==> config.mk <==
export PLATFORM = sky130hd
export DESIGN_NAME = boot_lock_ctrl
export DESIGN_NICKNAME = d
export VERILOG_FILES = /design/src/rtl/bll_pkg.sv /design/src/rtl/bll_rst_sync.sv /design/src/rtl/bll_region_match.sv /design/src/rtl/bll_cmd_seq.sv /design/src/rtl/bll_lock_bank.sv /design/src/rtl/boot_lock_ctrl.sv
export SDC_FILE = /design/constraint.sdc
export NUM_CORES = 1
export LEC_CHECK = 0
export ABC_AREA = 1
export CORE_MARGIN = 5
export CORE_UTILIZATION = 40
export DETAILED_ROUTE_END_ITERATION = 16
export GPL_TIMING_DRIVEN = 0
export PLACE_DENSITY = 0.81
export SYNTH_ARGS = -nofsm -noshare
export SYNTH_HDL_FRONTEND = slang
export SYNTH_SLANG_ARGS = --single-unit
==> constraint.sdc <==
create_clock -name clk -period 1.1 [get_ports clk]
set_clock_uncertainty 0.15 [all_clocks]
set_input_delay 0.165 -clock clk [delete_from_list [all_inputs] [get_ports clk]]
set_output_delay 0.165 -clock clk [all_outputs]
set_load 0.01 [all_outputs]
==> src/rtl/bll_pkg.sv <==
`timescale 1ns / 1ps
package bll_pkg;
  localparam int NUM_REGIONS = 2;
  localparam int REG_LO      = 0;
  localparam int REG_HI      = 1;

  // command data values
  localparam logic [7:0] KD_OPEN  = 8'hAA;
  localparam logic [7:0] KD_CONF  = 8'h55;
  localparam logic [7:0] KD_EXT   = 8'h80;
  localparam logic [7:0] KD_LOCK  = 8'h40;
  localparam logic [7:0] KD_ERASE = 8'h10;
  localparam logic [7:0] KD_PICK  = 8'h00;

  typedef enum logic [2:0] {
    SQ_IDLE, SQ_K1, SQ_K2, SQ_K3, SQ_K4, SQ_K5, SQ_SEL
  } seq_st_e;

  typedef struct packed {
    logic pg;
    logic pd;
    logic eg;
    logic ed;
  } rsp_t;
endpackage

==> src/rtl/bll_rst_sync.sv <==
`timescale 1ns / 1ps
module bll_rst_sync #(
  parameter int STAGES = 2
) (
  input  logic clk,
  input  logic rst_n,
  output logic rst_sync_n
);
  logic [STAGES-1:0] sh_q;
  logic [STAGES-1:0] sh_d;

  always_comb sh_d = {sh_q[STAGES-2:0], 1'b1};

  always_ff @(posedge clk or negedge rst_n) begin
    if (!rst_n) sh_q <= '0;
    else        sh_q <= sh_d;
  end

  assign rst_sync_n = sh_q[STAGES-1];
endmodule

==> src/rtl/bll_region_match.sv <==
`timescale 1ns / 1ps
module bll_region_match
  import bll_pkg::*;
#(
  parameter int IN_W     = 17,
  parameter int REGION_W = 4
) (
  input  logic [IN_W-1:0]        val_i,
  output logic [NUM_REGIONS-1:0] hit_o
);
  localparam int SPAN_W = IN_W - REGION_W;
  localparam logic [IN_W-1:0] SPAN = IN_W'(1) << SPAN_W;

  // region 0 sits at the bottom, region 1 at the top of the range
  for (genvar r = 0; r < NUM_REGIONS; r++) begin : g_reg
    localparam logic [IN_W-1:0] BASE = (r == 0) ? '0 : (~SPAN + IN_W'(1));
    logic [IN_W-1:0] off;
    assign off      = val_i - BASE;
    assign hit_o[r] = (off < SPAN);
  end
endmodule

==> src/rtl/bll_cmd_seq.sv <==
`timescale 1ns / 1ps
module bll_cmd_seq
  import bll_pkg::*;
#(
  parameter int ADDR_W = 17,
  parameter int DATA_W = 8,
  parameter logic [ADDR_W-1:0] KEY_ADDR_A = ADDR_W'(32'h5555),
  parameter logic [ADDR_W-1:0] KEY_ADDR_B = ADDR_W'(32'h2AAA)
) (
  input  logic                   clk,
  input  logic                   rst_n,
  input  logic                   wr_en_i,
  input  logic [ADDR_W-1:0]      wr_addr_i,
  input  logic [DATA_W-1:0]      wr_data_i,
  input  logic [NUM_REGIONS-1:0] region_hit_i,
  output logic [NUM_REGIONS-1:0] lock_set_o,
  output logic                   erase_cmd_o
);
  localparam logic [DATA_W-1:0] D_OPEN  = DATA_W'(KD_OPEN);
  localparam logic [DATA_W-1:0] D_CONF  = DATA_W'(KD_CONF);
  localparam logic [DATA_W-1:0] D_EXT   = DATA_W'(KD_EXT);
  localparam logic [DATA_W-1:0] D_LOCK  = DATA_W'(KD_LOCK);
  localparam logic [DATA_W-1:0] D_ERASE = DATA_W'(KD_ERASE);
  localparam logic [DATA_W-1:0] D_PICK  = DATA_W'(KD_PICK);

  seq_st_e st_q, st_d;
  logic    at_a, at_b;

  always_comb begin
    at_a = (wr_addr_i == KEY_ADDR_A);
    at_b = (wr_addr_i == KEY_ADDR_B);
  end

  // next state; any mismatch falls back to idle
  always_comb begin
    st_d        = st_q;
    lock_set_o  = '0;
    erase_cmd_o = 1'b0;
    if (wr_en_i) begin
      st_d = SQ_IDLE;
      case (st_q)
        SQ_IDLE: if (at_a && wr_data_i == D_OPEN) st_d = SQ_K1;
        SQ_K1:   if (at_b && wr_data_i == D_CONF) st_d = SQ_K2;
        SQ_K2:   if (at_a && wr_data_i == D_EXT)  st_d = SQ_K3;
        SQ_K3:   if (at_a && wr_data_i == D_OPEN) st_d = SQ_K4;
        SQ_K4:   if (at_b && wr_data_i == D_CONF) st_d = SQ_K5;
        SQ_K5: begin
          if (at_a && wr_data_i == D_LOCK)       st_d = SQ_SEL;
          else if (at_a && wr_data_i == D_ERASE) erase_cmd_o = 1'b1;
        end
        SQ_SEL:  if (wr_data_i == D_PICK) lock_set_o = region_hit_i;
        default: st_d = SQ_IDLE;
      endcase
    end
  end

  always_ff @(posedge clk or negedge rst_n) begin
    if (!rst_n)       st_q <= SQ_IDLE;
    else if (wr_en_i) st_q <= st_d;
  end
endmodule

==> src/rtl/bll_lock_bank.sv <==
`timescale 1ns / 1ps
module bll_lock_bank #(
  parameter int N = 2
) (
  input  logic         clk,
  input  logic         rst_n,
  input  logic [N-1:0] set_i,
  input  logic [N-1:0] nv_i,
  output logic [N-1:0] lock_o
);
  for (genvar g = 0; g < N; g++) begin : g_bit
    logic q_r, d_c, en_c;

    always_comb begin
      d_c  = q_r | set_i[g] | nv_i[g];
      en_c = d_c ^ q_r;
    end

    always_ff @(posedge clk or negedge rst_n) begin
      if (!rst_n)    q_r <= 1'b0;
      else if (en_c) q_r <= d_c;
    end

    assign lock_o[g] = q_r;
  end
endmodule

==> src/rtl/boot_lock_ctrl.sv <==
`timescale 1ns / 1ps
module boot_lock_ctrl
  import bll_pkg::*;
#(
  parameter int ADDR_W      = 17,
  parameter int DATA_W      = 8,
  parameter int SECT_BYTE_W = 7,
  parameter int REGION_W    = 4,
  parameter int RST_STAGES  = 2,
  parameter logic [ADDR_W-1:0] KEY_ADDR_A = ADDR_W'(32'h5555),
  parameter logic [ADDR_W-1:0] KEY_ADDR_B = ADDR_W'(32'h2AAA),
  localparam int SECT_W = ADDR_W - SECT_BYTE_W
) (
  input  logic              clk,
  input  logic              rst_n,
  input  logic              nv_lock_lo,
  input  logic              nv_lock_hi,
  input  logic              wr_en,
  input  logic [ADDR_W-1:0] wr_addr,
  input  logic [DATA_W-1:0] wr_data,
  input  logic              prog_req,
  input  logic [SECT_W-1:0] prog_sector,
  output logic              prog_grant,
  output logic              prog_deny,
  output logic              erase_grant,
  output logic              erase_deny,
  output logic              lock_lo,
  output logic              lock_hi
);
  logic                   rst_int_n;
  logic [NUM_REGIONS-1:0] wr_hit, sect_hit, lock_set, lock_q, nv_vec;
  logic                   erase_cmd, sect_blocked, any_lock;
  rsp_t                   rsp_d, rsp_q;

  bll_rst_sync #(.STAGES(RST_STAGES)) u_rst (
    .clk(clk), .rst_n(rst_n), .rst_sync_n(rst_int_n)
  );

  bll_region_match #(.IN_W(ADDR_W), .REGION_W(REGION_W)) u_wr_match (
    .val_i(wr_addr), .hit_o(wr_hit)
  );

  bll_region_match #(.IN_W(SECT_W), .REGION_W(REGION_W)) u_sect_match (
    .val_i(prog_sector), .hit_o(sect_hit)
  );

  bll_cmd_seq #(
    .ADDR_W(ADDR_W), .DATA_W(DATA_W),
    .KEY_ADDR_A(KEY_ADDR_A), .KEY_ADDR_B(KEY_ADDR_B)
  ) u_seq (
    .clk(clk), .rst_n(rst_int_n), .wr_en_i(wr_en), .wr_addr_i(wr_addr),
    .wr_data_i(wr_data), .region_hit_i(wr_hit), .lock_set_o(lock_set),
    .erase_cmd_o(erase_cmd)
  );

  always_comb begin
    nv_vec         = '0;
    nv_vec[REG_LO] = nv_lock_lo;
    nv_vec[REG_HI] = nv_lock_hi;
  end

  bll_lock_bank #(.N(NUM_REGIONS)) u_locks (
    .clk(clk), .rst_n(rst_int_n), .set_i(lock_set), .nv_i(nv_vec),
    .lock_o(lock_q)
  );

  // decisions use the lock state held before the edge
  always_comb begin
    sect_blocked = |(sect_hit & lock_q);
    any_lock     = |lock_q;
    rsp_d.pg     = prog_req & ~sect_blocked;
    rsp_d.pd     = prog_req &  sect_blocked;
    rsp_d.eg     = erase_cmd & ~any_lock;
    rsp_d.ed     = erase_cmd &  any_lock;
  end

  always_ff @(posedge clk or negedge rst_int_n) begin
    if (!rst_int_n) rsp_q <= '0;
    else            rsp_q <= rsp_d;
  end

  assign prog_grant  = rsp_q.pg;
  assign prog_deny   = rsp_q.pd;
  assign erase_grant = rsp_q.eg;
  assign erase_deny  = rsp_q.ed;
  assign lock_lo     = lock_q[REG_LO];
  assign lock_hi     = lock_q[REG_HI];
endmodule

### Word level (Yosys, flattened, before mapping)

Cells that the tools add are included.

* bits in latches: 0
* bits in read-only memories: 0
* memories kept: 0
* memory bits (writable): 0
* logic and storage cells: 63
* flip-flop bits (word level): 11

* shift-type cells: 0
* $add $sub $neg: 2
* order comparisons: 4
* div/mod/pow operators: 0
* eq/ne operators: 13
* bitwise logic cells: 13
* multiply operators: 0
* reduce and logical (&&, ||, !) cells: 9
* muxes and demuxes: 14

Operators by type and width (number)
* $lt A17 B14 Y1 const B: 2
* $lt A10 B7 Y1 const B: 2
* $pmux W3 S6: 1
* $eq A17 B14 Y1 const B: 1
* $eq A17 B15 Y1 const B: 1
* $sub A17 B17 Y17 const B: 1
* $eq A8 B7 Y1 const B: 2
* $eq A8 B8 Y1 const B: 2
* $mux W2: 5
* $sub A10 B10 Y10 const B: 1
* $eq A3 B3 Y1 const B: 3
* $mux W3: 3
* $eq A8 B5 Y1 const B: 1
* $logic_not A8 Y1: 1
* $eq A3 B2 Y1 const B: 2
* $logic_and A1 B1 Y1: 5
* $mux W1: 5
* $and A1 B1 Y1: 4
* $or A1 B1 Y1: 4
* $reduce_or A2 Y1: 2
* $eq A3 B1 Y1 const B: 1
* $logic_not A3 Y1: 1
* $and A2 B2 Y2: 1
* $not A1 Y1: 2
* $xor A1 B1 Y1: 2

### Longest topological paths before layout

Gate-level depths: netlist of the first run.

* depth in word-level cells: 8
* depth in mapped cells: 9

### Cells and area by module

A second synthesis of the first run with hierarchy kept.

* cell total of the unflattened synthesis: 146
* area, all modules: 924.6 µm²

By module, submodules not included
* bll_cmd_seq: area an instance 561.8 µm², cells an instance 99, instances 1
* boot_lock_ctrl: area an instance 146.4 µm², cells an instance 14, instances 1
* bll_lock_bank: area an instance 87.6 µm², cells an instance 10, instances 1
* bll_region_match: area an instance 37.5 µm², cells an instance 10, instances 2
* bll_rst_sync: area an instance 53.8 µm², cells an instance 3, instances 1

### Worst setup path after synthesis of the first run

OpenSTA, ideal clock, no wires.

* kind: register to register
* from: reg u_seq.st_q[2]
* to: reg u_seq.st_q[1]
* arrival time: 0.994 ns
* library setup time: 0.065 ns
* stages on the path, launching flop included: 8
* data required time: 0.885 ns
* slack: -0.109 ns
* clock period less this slack: 1.209 ns
* cells stage by stage: dfrtp_1 inv_1 nand3_1 nor3_1 nand2_1 nand3_1 nand2_1 nand2_1

* longest elaborated chain between the ends: 2
* elaborated cells between the ends (all ways): 7
* those cells by class: eq/ne: 5; mux: 1; reduce/logical: 1

Ends and longest elaborated chain
* start, declared: RTL line bll_cmd_seq.sv:26 `seq_st_e st_q, st_d;`
* start signal, assigned: RTL line bll_cmd_seq.sv:59 `else if (wr_en_i) st_q <= st_d;`
* $eq A3 B3 Y1, or another cell as far along: RTL line bll_cmd_seq.sv:41 `case (st_q)`
* $pmux W3 S6 (*): RTL line bll_cmd_seq.sv:41

Every way passes the cells marked *; elsewhere a longest branch is shown, timed or not.
A chain may end at the register's enable or synchronous reset.

==> results of run 1 <==
cells by family (layout without fill, tap and decap cells):
family	after synthesis	in the layout	share of synthesized area, %
other cells	1	1	0.457
buf+inv	23	72	10.5
compound gates	2	2	1.22
flops	11	11	33.5
simple gates	99	99	54.3
critical path, stage by stage, from the launching register on:
cell and delay, ns:
dfrtp_1 0.43, inv_2 0.11, nand3_2 0.08, nor4_1 0.16, nand3_1 0.15, nor3_2 0.11
synth_stat cells (all sizes together):
library cell / count
conb: 1
and2: 2
nand2: 38
nand3: 15
nor3: 10
nand4: 3
inv: 23
o21ai: 1
a21oi: 1
nor2: 29
nor4: 2
dfrtp: 11
final cells by class:
class,instances,area (um^2)
Clock buffer,4,26.3
Multi-Input combinational cell,102,508
Tap cell,27,33.8
Inverter,23,86.3
Fill cell,205,646
Sequential cell,11,277
Timing Repair Buffer,45,385
flip-flops by register name (all words and copies together), names as in the netlist:
name / cells
prog_grant: 1
erase_deny: 1
prog_deny: 1
u_rst.sh_q: 2
u_seq.st_q: 3
erase_grant: 1
u_locks.g_bit.q_r: 2
power by group through the flow:
stage	sequential, mW	clock [mW]	combinational, mW
after floorplan	0.427	0	0.0557
after global placement	0.427	0	0.210
after detailed placement	0.427	0	0.218
after CTS	0.419	0.275	0.195
after global routing	0.421	0.298	0.220
final	0.419	0.263	0.198
layer usage:
layer | GRT usage, % | part of all wire (%) | vias up
met1 | 18.1 | 40 | 460
met2 | 29.7 | 56 | 23
met3 | 4.20 | 3.5 | 2
li1 | - | - | 528
met5 | 0 | 0 | -
met4 | 3.82 | 0.65 | 0
metrics by stage:
step / hold WS, ns / setup WS [ns] / total power [mW] / instance area [um^2]
6_report: -0.00736 / -0.168 / 0.879 / 1320
5_1_grt: 0.0378 / -0.258 / 0.939 / 1320
4_1_cts: 0.00650 / -0.166 / 0.889 / 1290
3_5_place_dp: 0.00497 / -0.558 / 0.645 / 1250
3_3_place_gp: -0.00871 / -0.518 / 0.637 / 1250
2_1_floorplan: -0.281 / -0.0646 / 0.483 / 821
worst paths after layout:
check                                from                   end  slack, ns  cells past startpoint
max                         u_seq.st_q[1]           erase_grant      -0.17                      5
max reg2reg                 u_seq.st_q[1]           erase_grant      -0.17                      5
min reg2reg                 u_rst.sh_q[1]  u_locks.g_bit[0].q_r     -0.007                      0
min in group clk           prog_sector[8]            prog_grant       0.14                      5
min                         u_rst.sh_q[1]  u_locks.g_bit[0].q_r     -0.007                      0
max in group asynchronous           rst_n         u_rst.sh_q[0]       0.23                      2
repair_timing:
item / 4_1_cts / 5_1_grt
hold buffers: 1 / 0
pin swaps: 18 / 3
gates cloned: 0 / 0
hold endpoints to repair: 2 / 0
resized for setup: 62 / 6
endpoints found under the setup margin: 14 / 14
setup buffers: 4 / 0
==> flow_summary.json, run 1 <==
{
  "port_buffers": 40,
  "fin_crit_ns": 1.27,
  "rows": 16,
  "dp_cells": 203,
  "htreeDepth": 1,
  "yosysWarnings": 0,
  "pwr-share-clk_pct": 29.9,
  "status": "finished, violations left",
  "comb_power_share_pct": 22.5,
  "synth_area_leaders": "dfrtp_1, nand2_1, nor2_1, inv_1, nand3_1",
  "cp-end-kind": "flip-flop",
  "finalSetupTns_ns": -0.894,
  "cp_max_fo": 4,
  "p_sw_mw": 0.223,
  "final-setup-viol-count": 9,
  "clock_latency_ns": 0.26,
  "grt_pass1_wl_um": 4110,
  "drive_above_1_share_pct": 20.0,
  "layout_common_cells": "nand2_1, dlygate4sd2_1, inv_1, nor2_1, nand3_1",
  "routed_via_density": 4.78,
  "max_freq_mhz": 789,
  "cap_violations": 0,
  "netlist.area_leader.share_pct": 33.5,
  "required_ns": 1.14,
  "core_mm2": 0.00196,
  "cts.reportedPaths.clkPinSlew_ns": 0.06,
  "p_leak_nw": 0.653,
  "post-route-period-util_pct": 115,
  "syn-instance-count": 136,
  "p_seq_share_pct": 47.6,
  "clock_path_buffers": 2,
  "synth_seq_cells": 11,
  "cts-root-buf": "clkbuf_4",
  "cts_sinks": 11,
  "antenna_found_initial": 0,
  "whs_ns": -0.00736,
  "avgSynthCellArea_um2": 6.04,
  "hold_path.class": "reg2async",
  "track_usage_pct": 16.1,
  "cts_buffers": 3,
  "startpoint_type": "flip-flop",
  "yosysSeqAreaShare_pct": 33.5,
  "rsz0062_at_grt": "yes",
  "irDropWorstVdd_uv": 969,
  "start_util_pct": 41.8,
  "swShare_pct": 25.3,
  "arrival_ns": 1.31,
  "violations": "hold timing, setup timing",
  "grt_overflow_total": 0,
  "layout_commonest_cell": "nand2_1",
  "powerDensity_mw_per_mm2": 668,
  "die_area_mm2": 0.00306,
  "gp_congestion": 0.850,
  "intPower_mw": 0.657,
  "synth_area_um2": 821,
  "final_nets": 227,
  "routed_wl_um": 2290,
  "grt_pass1_vias": 1033,
  "drc": 0,
  "final_cells": 212,
  "drv_slew": 0,
  "wire_per_inst_um": 10.8,
  "cts_tree": "built",
  "die_w_um": 55.3,
  "drt_first_pass_iters": 4,
  "final_antenna_net_count": 0,
  "fin_util_pct": 67.1,
  "drt-initial-drc-count": 22,
  "place_hpwl_um": 1930,
  "vias": 1013,
  "grt_max_degree": 10,
  "syn_nets": 177,
  "dieHeight_um": 55.3,
  "diodes": 0,
  "areaGrowthSynthToFinish_pct": 60.4,
  "critPathKind": "reg2reg",
  "synth.distinct_cells": 15,
  "hold_viol_final": 9,
  "setup_slack_ns": -0.168,
  "yosysTopAreaCell": "dfrtp_1",
  "io_pins": 47
}
No activity file was read; power rests on OpenSTA's default activity.
==> run 2, diff against run 1 <==
--- a/config.mk
+++ b/config.mk
@@ -6,6 +6,7 @@
 export NUM_CORES = 1
 export LEC_CHECK = 0
 export ABC_AREA = 1
+export CAP_MARGIN = 20
 export CORE_MARGIN = 5
 export CORE_UTILIZATION = 40
 export DETAILED_ROUTE_END_ITERATION = 16
==> results of run 2 <==
Same layout as run 1: the final DEF is identical, and so are final timing and power.
